### src/rtl/ews_pkg.sv
package ews_pkg;

  typedef enum logic [1:0] {
    PH_IDLE   = 2'd0,
    PH_LEAD   = 2'd1,
    PH_ACTIVE = 2'd2,
    PH_TRAIL  = 2'd3
  } phase_e;

  // Effective phase length: a programmed zero still lasts one cycle.
  function automatic int unsigned ews_len(input int unsigned n);
    return (n == 0) ? 1 : n;
  endfunction

  // Strobe phase may end when ready is disabled or the selected ready copy is high.
  function automatic logic ews_rdy_ok(input logic en, input logic use_sync,
                                      input logic pin, input logic synced);
    return !en || (use_sync ? synced : pin);
  endfunction

endpackage

### src/rtl/ews_rdy_sync.sv
module ews_rdy_sync #(
  parameter int STAGES = 2
) (
  input  logic clk,
  input  logic rst_n,
  input  logic pin,
  output logic synced
);
  logic [STAGES-1:0] sr;

  always_ff @(posedge clk or negedge rst_n) begin
    if (!rst_n) sr <= '0;
    else        sr <= {sr[STAGES-2:0], pin};
  end

  assign synced = sr[STAGES-1];
endmodule

### src/rtl/ews_phase_ctrl.sv
module ews_phase_ctrl
  import ews_pkg::*;
#(
  parameter int CNT_W = 4
) (
  input  logic             clk,
  input  logic             rst_n,
  input  logic             start,
  input  logic [CNT_W-1:0] lead,
  input  logic [CNT_W-1:0] active,
  input  logic [CNT_W-1:0] trail,
  input  logic             rdy_ok,
  output phase_e           phase,
  output logic             at_end,
  output logic             done
);
  logic [CNT_W-1:0] cnt, lead_q, act_q, trail_q;
  logic last_lead, last_trail;

  assign last_lead  = (phase == PH_LEAD)   && (cnt == lead_q);
  assign at_end     = (phase == PH_ACTIVE) && (cnt == act_q);
  assign last_trail = (phase == PH_TRAIL)  && (cnt == trail_q);

  always_ff @(posedge clk or negedge rst_n) begin
    if (!rst_n) begin
      phase   <= PH_IDLE;
      cnt     <= '0;
      lead_q  <= '0;
      act_q   <= '0;
      trail_q <= '0;
      done    <= 1'b0;
    end else begin
      done <= last_trail;
      unique case (phase)
        PH_IDLE: if (start) begin
          phase   <= PH_LEAD;
          cnt     <= CNT_W'(1);
          lead_q  <= CNT_W'(ews_len(32'(lead)));
          act_q   <= CNT_W'(ews_len(32'(active)));
          trail_q <= CNT_W'(ews_len(32'(trail)));
        end
        PH_LEAD: if (last_lead) begin
          phase <= PH_ACTIVE;
          cnt   <= CNT_W'(1);
        end else cnt <= cnt + 1'b1;
        PH_ACTIVE: if (at_end) begin
          if (rdy_ok) begin
            phase <= PH_TRAIL;
            cnt   <= CNT_W'(1);
          end
        end else cnt <= cnt + 1'b1;
        PH_TRAIL: if (last_trail) begin
          phase <= PH_IDLE;
          cnt   <= '0;
        end else cnt <= cnt + 1'b1;
        default: phase <= PH_IDLE;
      endcase
    end
  end
endmodule

### src/rtl/ews_pin_mux.sv
module ews_pin_mux
  import ews_pkg::*;
#(
  parameter int DATA_W = 32
) (
  input  phase_e            phase,
  input  logic              wide,
  input  logic [1:0]        be,
  input  logic              addr_lsb,
  input  logic [DATA_W-1:0] data,
  output logic              cs_n,
  output logic              rnw,
  output logic [1:0]        we_n,
  output logic              oe,
  output logic [DATA_W-1:0] bus_data
);
  localparam int HALF_W = DATA_W / 2;

  logic strobe;
  logic [DATA_W-1:0] shaped;

  assign strobe = (phase == PH_ACTIVE);
  assign cs_n   = (phase == PH_IDLE);
  assign rnw    = (phase == PH_IDLE);
  assign oe     = (phase == PH_ACTIVE) || (phase == PH_TRAIL);

  always_comb begin
    if (wide) begin
      we_n[0] = !(strobe && be[0]);
      we_n[1] = !(strobe && be[1]);
    end else begin
      we_n[0] = !strobe;
      we_n[1] = addr_lsb;
    end
  end

  assign shaped   = wide ? data : {{HALF_W{1'b0}}, data[HALF_W-1:0]};
  assign bus_data = oe ? shaped : '0;
endmodule

### src/rtl/ext_wr_seq.sv
module ext_wr_seq
  import ews_pkg::*;
#(
  parameter int ADDR_W = 16,
  parameter int DATA_W = 32,
  parameter int CNT_W  = 4
) (
  input  logic              clk,
  input  logic              rst_n,
  input  logic [CNT_W-1:0]  cfg_lead,
  input  logic [CNT_W-1:0]  cfg_active,
  input  logic [CNT_W-1:0]  cfg_trail,
  input  logic              cfg_rdy_en,
  input  logic              cfg_rdy_async,
  input  logic              cfg_wide,
  input  logic              req_valid,
  output logic              req_ready,
  input  logic [ADDR_W-1:0] req_addr,
  input  logic [DATA_W-1:0] req_data,
  input  logic [1:0]        req_be,
  output logic              bus_cs_n,
  output logic [ADDR_W-1:0] bus_addr,
  output logic [1:0]        bus_we_n,
  output logic              bus_rnw,
  output logic [DATA_W-1:0] bus_data,
  output logic              bus_data_oe,
  input  logic              bus_ready,
  output logic              done
);
  phase_e phase;
  logic   evt_accept, evt_wait, in_active, at_end, rdy_ok, rdy_synced;
  logic   wide_q, rdy_en_q, rdy_async_q;
  logic [1:0]        be_q;
  logic [ADDR_W-1:0] addr_q;
  logic [DATA_W-1:0] data_q;

  assign req_ready  = (phase == PH_IDLE);
  assign evt_accept = req_valid && req_ready;
  assign in_active  = (phase == PH_ACTIVE);
  assign rdy_ok     = ews_rdy_ok(rdy_en_q, rdy_async_q, bus_ready, rdy_synced);
  assign evt_wait   = at_end && !rdy_ok;

  always_ff @(posedge clk or negedge rst_n) begin
    if (!rst_n) begin
      addr_q      <= '0;
      data_q      <= '0;
      be_q        <= '0;
      wide_q      <= 1'b1;
      rdy_en_q    <= 1'b0;
      rdy_async_q <= 1'b0;
    end else if (evt_accept) begin
      addr_q      <= req_addr;
      data_q      <= req_data;
      be_q        <= req_be;
      wide_q      <= cfg_wide;
      rdy_en_q    <= cfg_rdy_en;
      rdy_async_q <= cfg_rdy_async;
    end
  end

  ews_rdy_sync #(.STAGES(2)) u_sync (
    .clk(clk), .rst_n(rst_n), .pin(bus_ready), .synced(rdy_synced)
  );

  ews_phase_ctrl #(.CNT_W(CNT_W)) u_ctrl (
    .clk(clk), .rst_n(rst_n), .start(evt_accept),
    .lead(cfg_lead), .active(cfg_active), .trail(cfg_trail),
    .rdy_ok(rdy_ok), .phase(phase), .at_end(at_end), .done(done)
  );

  ews_pin_mux #(.DATA_W(DATA_W)) u_mux (
    .phase(phase), .wide(wide_q), .be(be_q), .addr_lsb(addr_q[0]),
    .data(data_q), .cs_n(bus_cs_n), .rnw(bus_rnw), .we_n(bus_we_n),
    .oe(bus_data_oe), .bus_data(bus_data)
  );

  assign bus_addr = addr_q;
endmodule

### config.mk
export PLATFORM = sky130hd
export DESIGN_NAME = ext_wr_seq
export DESIGN_NICKNAME = d
export VERILOG_FILES = /design/src/rtl/ews_pkg.sv /design/src/rtl/ews_rdy_sync.sv /design/src/rtl/ews_phase_ctrl.sv /design/src/rtl/ews_pin_mux.sv /design/src/rtl/ext_wr_seq.sv
export SDC_FILE = /design/constraint.sdc
export NUM_CORES = 1
export LEC_CHECK = 0
export BUFFER_PORTS_ARGS = -buffer_cell sky130_fd_sc_hd__buf_2
export CAP_MARGIN = 20
export CORE_ASPECT_RATIO = 1.2
export CORE_MARGIN = 1.5
export CORE_UTILIZATION = 51
export CTS_CLUSTER_SIZE = 16
export DETAILED_ROUTE_END_ITERATION = 6
export PLACE_DENSITY = 0.91
export SLEW_MARGIN = 5
export SYNTH_ARGS = -nofsm -noshare
export SYNTH_HDL_FRONTEND = slang
export SYNTH_HIERARCHICAL = 1
export SYNTH_SLANG_ARGS = --single-unit
### constraint.sdc
create_clock -name clk -period 2.4 [get_ports clk]
set_input_delay 0.48 -clock clk [delete_from_list [all_inputs] [get_ports clk]]
set_output_delay 0.48 -clock clk [all_outputs]
set_load 0.02 [all_outputs]
==> flow_metrics.tcl <==
set metrics [dict create \
    slowest_stage "dfrtp_1" \
    status "complete, no violations" \
    postCtsSetupBuffers 0 \
    r2r-end "u_ctrl/phase[1]" \
    fmax_mhz 469 \
    netlist_instances 264 \
    mostFrequentLayoutCell "buf_2" \
    holdPathEnd "u_sync/sr[0]" \
    finish.cell_count_without_fillers 481 \
    clk_latency_ns 0.36 \
    place_hpwl_mm 5.37 \
    finalNetCount 461 \
    overflow 0 \
    syn_nets 339 \
    postLayoutCoreUtil_pct 63.2 \
    p_comb_share_pct 50.1 \
    track_usage_pct 20.3 \
    p_leak_nw 2.35 \
    reg2reg_depth 5 \
    ff2ff_setup_slack_ns 0.34 \
    holdWs_ns 0.247 \
    path_clk_slew_ns 0.08 \
    cts_root_buf "clkbuf_8" \
    drive_above_1_share_pct 59.3 \
    path_buf_inv 2 \
    post_drt_wl_per_cell_um 15.4 \
    antenna_left 0 \
    final_cell_mix "buf_2 (123), dfrtp_1 (73), mux2_4 (49)" \
    htree_levels 3 \
    dieHeight_um 96.9 \
    end_kind "primary output" \
    antenna_cells 0 \
    syn2layout_area_growth_pct 21.4 \
    hold_viol_final 0 \
    min_path_cells 1 \
    finalCritPeriodShare_pct 88.8 \
    avgSynthCellArea_um2 14.2 \
    start_util_pct 52.1 \
    grt_setup_unrepaired "false" \
    tightest_slew_ns 0.550 \
    core_mm2 0.00719 \
    wirelength_mm 7.41 \
    vdd.ir_drop.worst_v 0.000789 \
    setup-violations-final 0 \
    seqPwrFrac_pct 35.6 \
    numPortBuffers 123 \
    finalSetupTns_ns 0 \
    io_pins 124 \
    worst_setup_path_start_kind "flop" \
    rr_startpoint "u_ctrl/cnt[0]" \
    yosysWarnings 6 \
    drc 0 \
    hp-class "in2reg" \
    post-route-min-period_ns 2.13 \
    die_area_mm2 0.00787 \
    internal_power_w 0.00385 \
    power.net_switching_w 0.00259 \
    grt_pass1_vias 2622 \
    slew_violations 0 \
    drt-vias-per-instance 5.09 \
    cts.sinks 74 \
    first_pass_iters 4 \
    vias 2450 \
    drt_iter0_drc 93 \
    maxCapViolations 0 \
    clkPwrFrac_pct 14.3 \
    row_count 34 \
    power.density_mw_per_mm2 1420 \
    die_width_um 81.2 \
    placed_cells 464 \
    clock_path_buffers 2 \
    cts_tree "built" \
    switching_share_pct 40.2 \
    num-fill-cells 565 \
    grt_first_pass_wirelength_mm 12.2 \
    crit_fanout 36 \
    grt_max_degree 54 \
    gp_congestion 0.821 \
    skew_ns 0.0201 \
    worstSetupPathType "reg2out" \
    cp_slowest_stage_delay_ns 0.47 \
    holdCritStartpoint "bus_ready" \
    antenna_found_initial 0 \
    syn-cell-area_mm2 0.00374 \
    cts_buffers 9 \
    arrival_ns 1.65 \
    worstPathCellList "buf_4 -> and2b_1 -> a31oi_2 -> buf_2" \
    crit_required_ns 1.92 \
    relSlewSlack_pct 63.3 \
    cp_top_family "flip-flops" \
]
through the flow:
stage                     cell area (um^2)  setup WS (ns)  power [W]
after floorplan                       3740          0.494    0.00481
after global routing                  4550          0.147    0.00688
final                                 4550          0.268    0.00645
after global placement                4350          0.449    0.00541
after detailed placement              4350          0.373    0.00555
after CTS                             4550          0.252    0.00649
worst register-to-register path: stages, from the launching register on:
cell and delay [ns]:
dfrtp_1 0.51, xor2_1 0.25, o41ai_4 0.43, nand2_2 0.09, a211oi_2 0.32, mux2_1 0.36
timing repair:
| action | CTS | global route |
|---|---|---|
| hold buffers | 1 | 0 |
| resized for setup | 0 | 0 |
| endpoints found under the hold margin | 10 | 0 |
state kept, by name, indices dropped and copies added (netlist names):
register        cells
be_q                2
bus_addr           16
data_q             32
rdy_async_q         1
rdy_en_q            1
u_ctrl/act_q        4
u_ctrl/cnt          4
u_ctrl/done         1
u_ctrl/lead_q       4
u_ctrl/phase        2
u_ctrl/trail_q      4
u_sync/sr           2
wide_q              1
final cells by class:
| cell class | instances | area [um^2] | area share, % |
|---|---|---|---|
| Sequential cell | 74 | 1850 | 40.8 |
| Multi-Input combinational cell | 167 | 1690 | 37.2 |
| Clock buffer | 9 | 124 | 2.73 |
| Clock inverter | 7 | 62.6 | 1.38 |
| Tap cell | 90 | 113 | 2.48 |
| Inverter | 6 | 22.5 | 0.495 |
| Timing Repair Buffer | 128 | 681 | 15.0 |
how the worst max path moves through the flow:
stage,slack (ns),to,depth (start not counted),startpoint
2_1_floorplan,0.49,u_ctrl/cnt[0],7,u_ctrl/phase[1]
3_3_place_gp,0.45,u_ctrl/phase[1],5,u_ctrl/cnt[1]
3_5_place_dp,0.37,u_ctrl/phase[1],5,u_ctrl/cnt[0]
4_1_cts,0.25,bus_we_n[1],4,u_ctrl/phase[1]
5_1_grt,0.15,bus_we_n[0],4,u_ctrl/phase[1]
6_report,0.27,bus_we_n[1],4,u_ctrl/phase[1]
power groups by stage:
stage | Clock [W] | Combinational, W | Sequential, W
global route | 0.00101 | 0.00350 | 0.00238
detailed placement | 0 | 0.00323 | 0.00232
floorplan | 0 | 0.00248 | 0.00233
global placement | 0 | 0.00314 | 0.00227
CTS | 0.000939 | 0.00325 | 0.00229
finish | 0.000920 | 0.00323 | 0.00230
routing by layer:
metal / global-route usage (%) / wire length, um / part of all wire, % / vias to the layer above
met3: 3.77 / 327 / 4.4 / 14
met2: 33.4 / 3790 / 51 / 88
met1: 24.7 / 3110 / 42 / 1191
met4: 10.6 / 175 / 2.4 / 0
li1: - / - / - / 1157
met5: 0 / 0 / 0 / -
No activity file was read; power rests on OpenSTA's default activity.
